### src/rtl/rtc_hour_pkg.sv
package rtc_hour_pkg;
  localparam int unsigned BYTE_W = 8;
  localparam int unsigned PM_BIT = 5;
  localparam int unsigned SEL_W  = 3;

  typedef struct packed {
    logic             wk_alarm;
    logic             day_alarm;
    logic             mode24;
    logic             clk_dis;
    logic             test;
    logic [SEL_W-1:0] per_sel;
  } ctrl_t;

  localparam logic [BYTE_W-1:0] HOUR_RESET = 8'h12;
  localparam logic [BYTE_W-1:0] LAST_24    = 8'h23;
endpackage

### src/rtl/rtc_hour_ctrl.sv
module rtc_hour_ctrl
  import rtc_hour_pkg::*;
(
  input  logic              clk,
  input  logic              rst_n,
  input  logic              osc_stop,
  input  logic              wr,
  input  logic [BYTE_W-1:0] wdata,
  output ctrl_t             ctrl
);
  always_ff @(posedge clk) begin
    if (!rst_n || osc_stop) ctrl <= '0;
    else if (wr)            ctrl <= ctrl_t'(wdata);
  end

  p_osc_clear_r6: assert property (@(posedge clk) disable iff (!rst_n)
    osc_stop |=> (ctrl == '0));
  p_ctrl_write_r8: assert property (@(posedge clk) disable iff (!rst_n)
    (wr && !osc_stop) |=> (ctrl == ctrl_t'($past(wdata))));
endmodule

### src/rtl/rtc_hour_step.sv
module rtc_hour_step
  import rtc_hour_pkg::*;
#(
  parameter int unsigned PM_POS = PM_BIT
) (
  input  logic              mode24,
  input  logic [BYTE_W-1:0] cur,
  output logic [BYTE_W-1:0] nxt,
  output logic              wrap
);
  localparam logic [BYTE_W-1:0] PM_MASK = BYTE_W'(1) << PM_POS;

  logic              pm;
  logic [BYTE_W-1:0] hr;
  logic [BYTE_W-1:0] pm_bits;

  assign pm      = cur[PM_POS];
  assign hr      = cur & ~PM_MASK;
  assign pm_bits = pm ? PM_MASK : '0;

  always_comb begin
    nxt  = cur;
    wrap = 1'b0;
    if (mode24) begin
      if (cur == LAST_24) begin
        nxt  = '0;
        wrap = 1'b1;
      end else if (cur[3:0] == 4'h9) begin
        nxt = {cur[7:4] + 4'h1, 4'h0};
      end else begin
        nxt = {cur[7:4], cur[3:0] + 4'h1};
      end
    end else begin
      if (hr == 8'h12) begin
        nxt = 8'h01 | pm_bits;
      end else if (hr == 8'h11) begin
        nxt  = pm ? 8'h12 : (8'h12 | PM_MASK);
        wrap = pm;
      end else if (hr[3:0] == 4'h9) begin
        nxt = {hr[7:4] + 4'h1, 4'h0} | pm_bits;
      end else begin
        nxt = {hr[7:4], hr[3:0] + 4'h1} | pm_bits;
      end
    end
  end
endmodule

### src/rtl/rtc_hour_clkout.sv
module rtc_hour_clkout (
  input  logic dis_a,
  input  logic dis_b,
  input  logic clk_in,
  output logic active,
  output logic clk_out
);
  assign active  = !(dis_a && dis_b);
  assign clk_out = active ? clk_in : 1'b1;
endmodule

### src/rtl/rtc_hour_unit.sv
module rtc_hour_unit
  import rtc_hour_pkg::*;
(
  input  logic              clk,
  input  logic              rst_n,
  input  logic              osc_stop,
  input  logic              hour_tick,
  input  logic              hour_wr,
  input  logic [BYTE_W-1:0] hour_wdata,
  input  logic              ctrl_wr,
  input  logic [BYTE_W-1:0] ctrl_wdata,
  input  logic              clk_dis_ext,
  input  logic              clk32_in,
  output logic [BYTE_W-1:0] hour_q,
  output logic [BYTE_W-1:0] ctrl_q,
  output logic              mode_24,
  output logic              wk_alarm_en,
  output logic              day_alarm_en,
  output logic              day_carry,
  output logic              clk_out
);
  ctrl_t             ctrl;
  logic [BYTE_W-1:0] hour_r;
  logic [BYTE_W-1:0] hour_nxt;
  logic              wrap;
  logic              carry_r;
  logic              clk_active;

  rtc_hour_ctrl u_ctrl (
    .clk   (clk),
    .rst_n (rst_n),
    .osc_stop (osc_stop),
    .wr    (ctrl_wr),
    .wdata (ctrl_wdata),
    .ctrl  (ctrl)
  );

  rtc_hour_step #(.PM_POS(PM_BIT)) u_step (
    .mode24 (ctrl.mode24),
    .cur    (hour_r),
    .nxt    (hour_nxt),
    .wrap   (wrap)
  );

  rtc_hour_clkout u_clk (
    .dis_a   (ctrl.clk_dis),
    .dis_b   (clk_dis_ext),
    .clk_in  (clk32_in),
    .active  (clk_active),
    .clk_out (clk_out)
  );

  // Write wins over tick; carry only from a tick that wraps
  always_ff @(posedge clk) begin
    if (!rst_n) begin
      hour_r  <= HOUR_RESET;
      carry_r <= 1'b0;
    end else begin
      carry_r <= hour_tick && !hour_wr && wrap;
      if (hour_wr)        hour_r <= hour_wdata;
      else if (hour_tick) hour_r <= hour_nxt;
    end
  end

  assign hour_q       = hour_r;
  assign ctrl_q       = ctrl;
  assign mode_24      = ctrl.mode24;
  assign wk_alarm_en  = ctrl.wk_alarm;
  assign day_alarm_en = ctrl.day_alarm;
  assign day_carry    = carry_r;

  p_carry_value_r4: assert property (@(posedge clk) disable iff (!rst_n)
    day_carry |-> (hour_q == 8'h00 || hour_q == 8'h12));
  p_carry_pulse_r4: assert property (@(posedge clk) disable iff (!rst_n)
    day_carry |=> !day_carry);
  p_write_wins_r5: assert property (@(posedge clk) disable iff (!rst_n)
    hour_wr |=> (hour_q == $past(hour_wdata)));
  p_hold_r10: assert property (@(posedge clk) disable iff (!rst_n)
    (!hour_tick && !hour_wr) |=> $stable(hour_q));
  p_clk_high_r7: assert property (@(posedge clk) disable iff (!rst_n)
    !clk_active |-> clk_out);
endmodule

### config.mk
export PLATFORM = sky130hd
export DESIGN_NAME = rtc_hour_unit
export DESIGN_NICKNAME = d
export VERILOG_FILES = /design/src/rtl/rtc_hour_pkg.sv /design/src/rtl/rtc_hour_ctrl.sv /design/src/rtl/rtc_hour_step.sv /design/src/rtl/rtc_hour_clkout.sv /design/src/rtl/rtc_hour_unit.sv
export SDC_FILE = /design/constraint.sdc
export NUM_CORES = 1
export LEC_CHECK = 0
export BUFFER_PORTS_ARGS = -buffer_cell sky130_fd_sc_hd__buf_2
export CORE_AREA = 2 2 55 57
export CTS_CLUSTER_SIZE = 12
export DETAILED_ROUTE_END_ITERATION = 10
export DIE_AREA = 0 0 57 59
export MAX_ROUTING_LAYER = met4
export PLACE_DENSITY_LB_ADDON = 0.3
export SYNTH_ARGS = -nofsm -noshare
export SYNTH_HDL_FRONTEND = slang
export SYNTH_SLANG_ARGS = --single-unit
### constraint.sdc
create_clock -name clk -period 1.45 [get_ports clk]
set_input_delay 0.2175 -clock clk [delete_from_list [all_inputs] [get_ports clk]]
set_output_delay 0.2175 -clock clk [all_outputs]
set_load 0.005 [all_outputs]
==> impl_metrics.yaml <==
floorplanning:
  chipWidth_um: 57
  cell_row_count: 19
  design.die.area_mm2: 0.003363
  core_area_mm2: 0.002710
  start_util_pct: 42.24
  top_level_pins: 45
  die_h_um: 59
finish:
  highest_count_cells_in_the_layout_ignoring_fill_and_taps: "44 x buf_2, 12 x dfxtp_1, 11 x buf_4, 10 x nor2_1, 8 x mux2i_1"
  regArea_um2: 349.1
  mostFrequentLayoutCell: "buf_2"
  post_layout_nonfiller_instances: 206
  final_instance_area_mm2: 0.001466
  multiInputGateArea_um2: 691.9
  antenna_cells_inserted: 0
  layout-area-overhead-vs-synth_pct: 28.09
  layout.filler_cells: 283
  final_core_utilization_pct: 54.11
  number_of_nets_in_the_final_layout: 203
  layout-drive-gt1-share_pct: 42.86
global_routing:
  gr-usage-all-layers_pct: 17.39
  grt_first_pass_wirelength_mm: 4.429
  first_global_vias: 1067
  grt_start_max_net_pins: 14
  grt_overflow: 0
  grt_antenna_before_repair: 0
logic_synthesis:
  synth_async_sr_flop_share_pct: 0
  ys.warnings.count: 0
  postSynthAreaPerCell_um2: 8.944
  postSynth.topFlopCell: "dfxtp_1"
  synth_nets: 155
  synthCells: 128
  synth.ff_latch_count: 17
  ys_seq_area_share_pct: 29.73
  synthesis.area_mm2: 0.001145
  synth-edff-count: 0
  synth_cell_type_count: 44
setup_path:
  worstSetupStartpointType: "flop"
  cp_slowest_cell: "dfxtp_2"
  timing.critical_path.fanout_max: 4
  critPathCapture: "hour_q[5]$_SDFFE_PN0P_"
  slowest_stage_delay_cp_ns: 0.37
  r2r_worst_path_depth: 6
  critPathKind: "flop to flop"
  cp_num_buf_inv: 1
  timing.critical_path.cells: "inv_4 > ha_4 > and3_4 > o2111a_1 > o31ai_2 > o21ba_1"
  cp_top_family: "compound AO/OA/AOI/OAI gates"
  critical_path_required_time_ns: 1.66
  timing.rr.start: "hour_q[4]$_SDFFE_PN1P_"
  crit_arrival_ns: 1.64
  reg2reg_slack_ns: 0.02
  critical_path_depth: 6
  cp-end-kind: "flop"
  worstReg2RegEnd: "hour_q[5]$_SDFFE_PN0P_"
  crit_path_start: "hour_q[4]$_SDFFE_PN1P_"
timing:
  finalSetupViolCount: 0
  period_minus_slack_ns: 1.426
  worst_slew_pin_slew_ns: 0.2758
  fin_crit_sh_pct: 98.33
  grt_setup_unrepaired: "yes"
  final_hold_viol_count: 0
  finalHoldWorstSlack_ns: 0.1301
  post-route-worst-setup-slack_ns: 0.02418
  slew_headroom_pct: 81.61
  maxClockFrequency_ghz: 0.7014
  report.final.slew_viol_count: 0
  worst_clock_skew_ns: 0.001481
  fin_tns_setup_ns: 0
placed_design:
  dp_slack_ns: -0.1009
  place_congestion: 0.7955
  dp_hpwl_mm: 2.138
  numPlacedInstances: 201
  dpl-instance-area_mm2: 0.001410
  numPortBuffers: 44
clocking:
  clkSlewWorstSetupHoldPaths_ns: 0.11
  clock_tree_from_tritoncts: "yes"
  ctsLongestPathBuffers: 2
  clk_latency_worst_skew_pair_ns: 0.30
  number_of_sinks_handled_by_clock_tree_synthesis: 17
  cts_root_buffer: "clkbuf_4"
  htreeDepth: 1
  tritoncts_buffers: 3
detailed_routing:
  total_vias_in_the_final_route: 1107
  antenna_violating_nets_post_route: 0
  wl_per_cell_um: 13.33
  firstDrtPassIters: 4
  viasPerCell: 5.374
  detailed_route_wl_mm: 2.746
  initialDrtViolationCount: 20
  dr_drc_count: 0
flow_run:
  max_cap_violations: 0
power_and_ir_drop:
  max-vdd-ir-drop_uv: 493.4
  post-layout-total-power_mw: 1.120
  power-per-cell-area_mw_per_mm2: 763.5
  leakage_nw: 0.6867
hold_path:
  min_path_type: "input port to flop"
outcome:
  run_status: "finished clean"
-- cell type report --
class / instances / area share (%)
repair buffers: 57 / 22.78
clock inverters: 1 / 0.3413
clock buffers: 3 / 1.536
multi-input cells: 91 / 47.18
inverters: 6 / 1.706
flip-flops and latches: 17 / 23.81
well taps: 31 / 2.645
-- logic make-up after synthesis --
family | count (synthesis) | share of synthesized area, %
compound gates | 35 | 22.51
buf+inv | 20 | 12.13
xor+xnor | 6 | 4.591
mux | 8 | 6.995
fa+ha+maj | 3 | 3.279
flops | 17 | 29.73
simple gates | 39 | 20.77
-- routing by layer --
| layer | GRT usage [%] | wire, um | vias to the layer above |
|---|---|---|---|
| met3 | 2.838 | 200 | 2 |
| met5 | - | 0 | - |
| li1 | - | - | 553 |
| met2 | 31.69 | 1409 | 49 |
| met1 | 18.59 | 1123 | 503 |
| met4 | 7.641 | 12 | 0 |
-- synthesized netlist by cell type (all sizes together), types with 3 or more instances --
cell / number / area, um^2
xnor2: 3 / 26.28
a21oi: 5 / 25.02
inv: 6 / 22.52
nor3b: 3 / 22.52
nor2: 10 / 37.54
mux2i: 8 / 80.08
ha: 3 / 37.54
nand3: 7 / 35.03
dfxtp: 17 / 340.3
o21a: 3 / 22.52
nand4: 3 / 18.77
o21ai: 6 / 30.03
buf: 9 / 82.58
clkbuf: 5 / 33.78
a31oi: 3 / 18.77
xor2: 3 / 26.28
nand2: 5 / 18.77
-- worst min path at each step --
stage                        startpoint                     end  slack (ns)  cells past startpoint
after floorplan           hour_wdata[4]  hour_q[4]$_SDFFE_PN1P_        0.35                      2
after global placement    hour_wdata[0]  hour_q[0]$_SDFFE_PN0P_        0.44                      2
after detailed placement  hour_wdata[4]  hour_q[4]$_SDFFE_PN1P_        0.45                      3
after CTS                 hour_wdata[4]  hour_q[4]$_SDFFE_PN1P_        0.13                      3
after global routing      hour_wdata[4]  hour_q[4]$_SDFFE_PN1P_        0.14                      3
final                     hour_wdata[4]  hour_q[4]$_SDFFE_PN1P_        0.13                      3
-- power breakdown --
group	internal [mW]	total [mW]	switching [mW]
Sequential	0.492	0.519	0.0263
Combinational	0.168	0.324	0.156
Clock	0.103	0.277	0.174
-- registers in the layout, indices dropped and copies added (netlist names) --
register and flops:
day_carry 1, hour_q 8, u_ctrl.ctrl 8
-- worst reg2reg max path: stages, from the launching register on --
cell and delay [ns]:
dfxtp_2 0.37, inv_4 0.04, ha_4 0.16, and3_4 0.17
o2111a_1 0.25, o31ai_2 0.17, o21ba_1 0.16
-- timing repair --
item	4_1_cts	5_1_grt
setup buffers	1	0
setup endpoints to repair	6	6
hold buffers	0	0
pin swaps	1	1
gates resized for setup	1	8
No activity file was read; power rests on OpenSTA's default activity.
